**src/rtl/lock_reg_reader.sv**
```systemverilog
module lock_reg_reader #(
  parameter int SEC_W     = 6,
  parameter int SEC_LO    = 16,
  parameter int DW        = 8,
  parameter int ADDR_BITS = 24,
  parameter logic [7:0] RD_CODE = 8'hE8
) (
  input  logic                         clk,
  input  logic                         rst_n,
  input  logic                         cs_n,
  input  logic                         sck,
  input  logic                         mosi,
  input  logic                         busy,
  input  logic [(1<<SEC_W)*DW-1:0]     lock_tbl,
  output logic                         miso,
  output logic                         miso_oe
);
  localparam int TOTAL = 8 + ADDR_BITS;
  localparam int CW    = $clog2(TOTAL + 1);
  localparam int IW    = (DW > 1) ? $clog2(DW) : 1;

  typedef enum logic [1:0] {S_CMD, S_ADDR, S_DATA, S_DROP} ph_t;

  ph_t                  phase;
  logic                 sck_q;
  logic [CW-1:0]        cnt;
  logic [ADDR_BITS-1:0] sh;
  logic [DW-1:0]        val;
  logic [IW-1:0]        idx;
  logic                 oe_q, miso_q;

  wire rise = sck & ~sck_q;
  wire fall = ~sck & sck_q;

  wire [ADDR_BITS-1:0] sh_nxt  = {sh[ADDR_BITS-2:0], mosi};
  wire [SEC_W-1:0]     sec_nxt = sh_nxt[SEC_LO +: SEC_W];
  wire                 code_ok = (sh_nxt[7:0] == RD_CODE);

  assign miso    = miso_q;
  assign miso_oe = oe_q & ~cs_n;

  always_ff @(posedge clk or negedge rst_n) begin
    if (!rst_n) sck_q <= 1'b0;
    else        sck_q <= sck;
  end

  always_ff @(posedge clk or negedge rst_n) begin
    if (!rst_n) begin
      phase  <= S_CMD;
      cnt    <= '0;
      sh     <= '0;
      val    <= '0;
      idx    <= IW'(DW - 1);
      oe_q   <= 1'b0;
      miso_q <= 1'b0;
    end else if (cs_n) begin
      phase <= S_CMD;
      cnt   <= '0;
      idx   <= IW'(DW - 1);
      oe_q  <= 1'b0;
    end else begin
      case (phase)
        S_CMD: if (rise) begin
          sh  <= sh_nxt;
          cnt <= cnt + 1'b1;
          if (cnt == CW'(7))
            phase <= (code_ok && !busy) ? S_ADDR : S_DROP;
        end
        S_ADDR: if (rise) begin
          sh  <= sh_nxt;
          cnt <= cnt + 1'b1;
          if (cnt == CW'(TOTAL - 1)) begin
            val   <= lock_tbl[int'(sec_nxt)*DW +: DW];
            phase <= S_DATA;
          end
        end
        S_DATA: if (fall) begin
          oe_q   <= 1'b1;
          miso_q <= val[idx];
          idx    <= (idx == '0) ? IW'(DW - 1) : idx - 1'b1;
        end
        default: ;
      endcase
    end
  end

  p_oe_off_cs_r7: assert property (@(posedge clk) disable iff (!rst_n)
    cs_n |-> !miso_oe);

  p_no_oe_before_data_r4: assert property (@(posedge clk) disable iff (!rst_n)
    (phase != S_DATA) |-> !oe_q);

  p_reject_busy_r8: assert property (@(posedge clk) disable iff (!rst_n)
    (!cs_n && phase == S_CMD && cnt == CW'(7) && rise && busy) |=> (phase == S_DROP || cs_n));

  p_drop_silent_r2: assert property (@(posedge clk) disable iff (!rst_n)
    (phase == S_DROP) |-> !miso_oe);

  p_hold_between_falls_r5: assert property (@(posedge clk) disable iff (!rst_n)
    (!fall && !cs_n) |=> $stable(miso_q));

endmodule

```
**config.mk**
```make
export PLATFORM = sky130hd
export DESIGN_NAME = lock_reg_reader
export DESIGN_NICKNAME = d
export VERILOG_FILES = /design/src/rtl/lock_reg_reader.sv
export SDC_FILE = /design/constraint.sdc
export NUM_CORES = 1
export LEC_CHECK = 0
export ABC_CLOCK_PERIOD_IN_PS = 2580
export BUFFER_PORTS_ARGS = -buffer_cell sky130_fd_sc_hd__clkbuf_2
export CORE_AREA = 4 4 198 200
export CTS_CLUSTER_DIAMETER = 120
export CTS_CLUSTER_SIZE = 8
export DETAILED_ROUTE_END_ITERATION = 12
export DIE_AREA = 0 0 202 204
export GPL_TIMING_DRIVEN = 0
export PLACE_DENSITY_LB_ADDON = 0.3
export SLEW_MARGIN = 25
export SYNTH_ARGS = -nofsm -noshare
export SYNTH_HDL_FRONTEND = slang
export SYNTH_SLANG_ARGS = --single-unit
```
**constraint.sdc**
```tcl
create_clock -name clk -period 2.58 [get_ports clk]
set_input_delay 0.258 -clock clk [delete_from_list [all_inputs] [get_ports clk]]
set_output_delay 0.258 -clock clk [all_outputs]
set_load 0.01 [all_outputs]
```
# --- Yosys cells after proc, flatten, opt, wreduce, memory -nomap -nowiden ---
# Cells that the tools add are included.
op_classes:
  n_addsub: 2
  magnitude_cmp: 1
  n_eq_ne: 9
  shifts: 1
  mux: 19
  n_bitwise: 6
  n_reduce_logical: 16
ops:
  columns: ["cell", "count"]
  rows:
  - ["512-bit by 10-bit indexed part select with 8-bit output", 1]
  - ["6-bit two-way mux", 3]
  - ["2-bit two-way mux", 6]
  - ["3-bit two-way mux", 4]
  - ["3-bit inequality test, second input constant", 4]
  - ["8-bit equality test, second input constant", 1]
  - ["2-bit nonzero test", 4]
  - ["6-bit by 1-bit adder with 6-bit output, second input constant", 1]
  - ["6-bit by 3-bit equality test with 1-bit output, second input constant", 1]
  - ["6-bit by 5-bit equality test with 1-bit output, second input constant", 1]
  - ["3-bit AND reduction", 2]
  - ["5-bit AND reduction", 1]
  - ["3-bit by 4-bit less-than comparator with 1-bit output, second input constant", 1]
  - ["1-bit two-way mux", 4]
  - ["2-bit one-hot mux with 2 select lines", 1]
  - ["2-bit AND reduction", 2]
  - ["4-bit AND reduction", 1]
  - ["1-bit bitwise AND", 3]
  - ["1-bit binary-select mux with 3-bit select", 1]
  - ["3-bit logical NOT", 1]
  - ["1-bit NOT", 3]
  - ["3-bit nonzero test", 1]
  - ["3-bit by 1-bit subtractor with 3-bit output, second input constant", 1]
  - ["2-bit by 1-bit equality test with 1-bit output, second input constant", 1]
  - ["other kinds (5)", 5]
word_totals:
  ff_bits: 43
  output_inout_bits: 2
  word_cells: 62

# --- Logic depth before layout (Yosys ltp) ---
logic_depth:
  word_depth: 7
  ltp_mapped: 8
  depth_no_buf: 6

# --- Worst setup path after synthesis ---
# OpenSTA, ideal clock, no wires.
synth_timing:
  path_type: "flip-flop to flip-flop"
  startpoint: "register sh[17]"
  endpoint: "register val[6]"
  arrival_time_ps: 1942
  required_time_ps: 2459
  path_slack_ps: 517
  path_stages_with_launch: 9
  n_path_buf: 3
  period_less_slack_ps: 2063
  cell_sequence: "dfrtp_1 -> buf_6 -> buf_6 -> buf_4 -> mux2_2 -> o22ai_1 -> nor3_1 -> a2111o_1 -> a22o_1"
synth_between:
  elab_chain_cells: 1
synth_lines:
  columns: ["item", "line", "text"]
  rows:
  - ["start, declared", "27", "logic [ADDR_BITS-1:0] sh;"]
  - ["start signal, assigned", "64", "sh <= sh_nxt;"]
  - ["start signal, assigned", "70", "sh <= sh_nxt;"]
  - ["512-bit by 10-bit indexed part select with 8-bit output", "73", "val <= lock_tbl[int'(sec_nxt)*DW +: DW];"]
  - ["end signal, assigned", "73", null]
  - ["end, declared", "28", "logic [DW-1:0] val;"]
# Every way passes these cells.
# A chain may end at the register's enable or synchronous reset.

# --- Final worst setup path ---
# Same ends and word-level chain as after synthesis.

==> flow_summary_export.csv <==
group,metric,value,unit
timing,setup_viol,0,
finish,nNetsFinal,1570,
yosys,yosysWarnings,0,
setup_path,rr_startpoint,"sh[17]",
finish,multi_input_area,0.004822,mm2
yosys,synth_edf_count,0,
pwr,powerDensity,231.7,mW/mm2
timing,fmax,398.9,MHz
floorplan,initial_core_util,16.32,%
finish,fin_cells,1566,
route,routed_via_density,4.606,
finish,fillers,4162,
global_routing,overflow,0,
placed_design,gp_congestion,0.9313,
setup_path,cp-start-kind,"register",
yosys,synth_top_cell_by_area,"mux4_2",
outcome,status,"complete, no violations",
global_routing,grt_max_degree,44,
placed_design,pre_cts_slack,-588.0,ps
clock_tree,cts.path.max_buffers,2,
timing,hold_ws,3.251,ps
setup_path,criticalPathCategory,"reg -> reg",
floorplan,ioPinCount,520,
timing,rsz0062_at_grt,"no",
setup_path,critPathRequiredTime,2760,ps
yosys,synth_seq_cells,43,
timing,setup_slack,73.36,ps
yosys,synth-main-ff-cell,"dfrtp_1",
route,vias,7213,
timing,worst_slew_pin_slew,722.5,ps
pwr,leakage,4.474,nW
yosys,ys_seq_area_share,17.69,%
global_routing,antenna_found_initial,6,
global_routing,grt_pass1_vias,8192,
finish,seq_area,0.001081,mm2
route,drcViolationCount,0,
pwr,vdd_drop_max,184.0,uV
route,drtIter0Drc,323,
placed_design,dp_hpwl,35.01,mm
clock_tree,clock-root-buffer,"clkbuf_16",
yosys,synthesis.nets,1043,
setup_path,path_max_fanout,10,
setup_path,worst-endpoint-arrival,2680,ps
floorplan,die_h,204,um
finish,area_growth,59.94,%
placed_design,place_inst,1552,
route,wl,39.35,mm
timing,hold_viol_final,0,
timing,period_minus_slack,2507,ps
setup_path,rrSetupSlack,70,ps
global_routing,grt_use_total,18.12,%
clock_tree,clk_latency,280,ps
timing,slew_headroom,51.65,%
yosys,yosys-top-cells-area,"mux4_2 (31%), mux2_2 (17%), dfrtp_1 (16%)",
job,maxCapViolCount,0,
worst_hold_path,min_path_type,"in -> async",
placed_design,port_buffers,519,
yosys,synth_top_area_share,31.00,%
floorplan,rows,71,
finish,mostFrequentLayoutCell,"clkbuf_2",
yosys,syn_area,0.006103,mm2
yosys,syn_inst,522,
global_routing,grt_first_pass_wirelength,55.10,mm
route,final_antenna_net_count,0,
floorplan,dieArea,0.04121,mm2
clock_tree,cts-buffers-inserted,5,
route,avgRoutedWirePerCell,25.13,um
route,dr.pass1.iters,5,
clock_tree,cts_tree,"built",
timing,period_share,97.16,%
yosys,async_flop_share,100.0,%
floorplan,core_area,0.03740,mm2
finish,layout_common_cells,"clkbuf_2 (524), mux2_2 (93), mux4_2 (84)",
setup_path,end_kind,"register",
clock_tree,cts_sinks,43,
clock_tree,clkTransAtPathRegs,60,ps
clock_tree,holdBufCountCts,0,
yosys,ys_types,48,
timing,clock-skew-final,4.668,ps
setup_path,reg2reg_depth,8,
floorplan,die_x,202,um
setup_path,rr_endpoint,"val[6]",
clock_tree,cts_max_level,2,
finish,final_layout_size_suffix_gt1_share,74.10,%
yosys,avgSynthCellArea,11.69,um2
timing,slew_viol_final,0,
[power breakdown]
group          switching, mW  internal [mW]  total, mW
clock network          0.246          0.457      0.703
logic                  0.275          0.497      0.772
registers             0.0438          0.742      0.786
[worst max-delay path by stage]
stage | startpoint | to | depth (start not counted)
2_1_floorplan | sh[17] | val[6] | 8
3_3_place_gp | sh[20] | val[1] | 7
3_5_place_dp | sh[20] | val[5] | 7
4_1_cts | sh[17] | val[7] | 8
5_1_grt | sh[19] | val[6] | 8
6_report | sh[17] | val[6] | 8
[synthesized netlist by cell type (all sizes together), types with 4 or more instances]
master and instances:
mux2 93, mux4 90, buf 42, dfrtp 40, o22ai 32, nor2b 23, nor3 17, a211oi 16
a22o 16, a22oi 16, nor2 16, clkbuf 14, nand2 14, a21oi 13, o21ai 10, a2111oi 9
a2111o 8, a221oi 8, nand2b 5, nand3 5, inv 4
[critical path, stage by stage (launching register included)]
cell and delay (ps):
dfrtp_2 420, buf_8 190, buf_8 180, buf_4 220
mux2_2 400, o21ai_0 210, nor3_1 90, a2111o_1 470
a22o_1 200
[registers in the layout (all words and copies together) (netlist names)]
name,cells
phase,2
oe_q,1
val,8
cnt,6
idx,3
sh,21
sck_q,1
miso,1
[logic make-up after synthesis]
family                   Yosys count  synth area share (%)
buffers and inverters             60                 5.699
adder cells (fa/ha/maj)            3                0.6151
AND/OR/NAND/NOR                   95                 8.405
XOR/XNOR                           4                0.5741
AO/OA/AOI/OAI                    132                 15.95
flip-flops                        43                 17.69
multiplexers                     185                 51.07
[area by class of cell]
type                            count  area share [%]
Multi-Input combinational cell    419           49.40
Clock inverter                      1          0.3076
Sequential cell                    43           11.07
Clock buffer                        7           1.359
Inverter                            4          0.1538
Buffer                             56           4.319
Timing Repair Buffer              520           26.71
Tap cell                          511           6.550
Antenna cell                        5          0.1282
[routing by layer]
layer / vias up / wire length, um / global-route usage, %
met5: - / 13 / 0
met3: 34 / 2240 / 2.856
li1: 3257 / - / -
met1: 3547 / 15190 / 20.86
met4: 2 / 975 / 4.712
met2: 373 / 20940 / 34.76
[what timing repair did]
action	in CTS	in global routing
endpoints found under the hold margin	0	0
pin swaps	1	2
resized for setup	42	23
setup endpoints to repair	8	8
setup buffers	1	0
[metrics by stage]
step / total power [mW] / util [%] / TNS (ps) / area (um2)
2_1_floorplan: 1.058 / - / 0 / 6103
3_3_place_gp: 1.547 / 24.97 / -3878 / 9340
3_5_place_dp: 1.564 / 24.99 / -3682 / 9345
4_1_cts: 2.281 / 25.81 / 0 / 9652
5_1_grt: 2.386 / 26.10 / 0 / 9762
6_report: 2.262 / 26.10 / 0 / 9762
No activity file was read; power rests on OpenSTA's default activity.
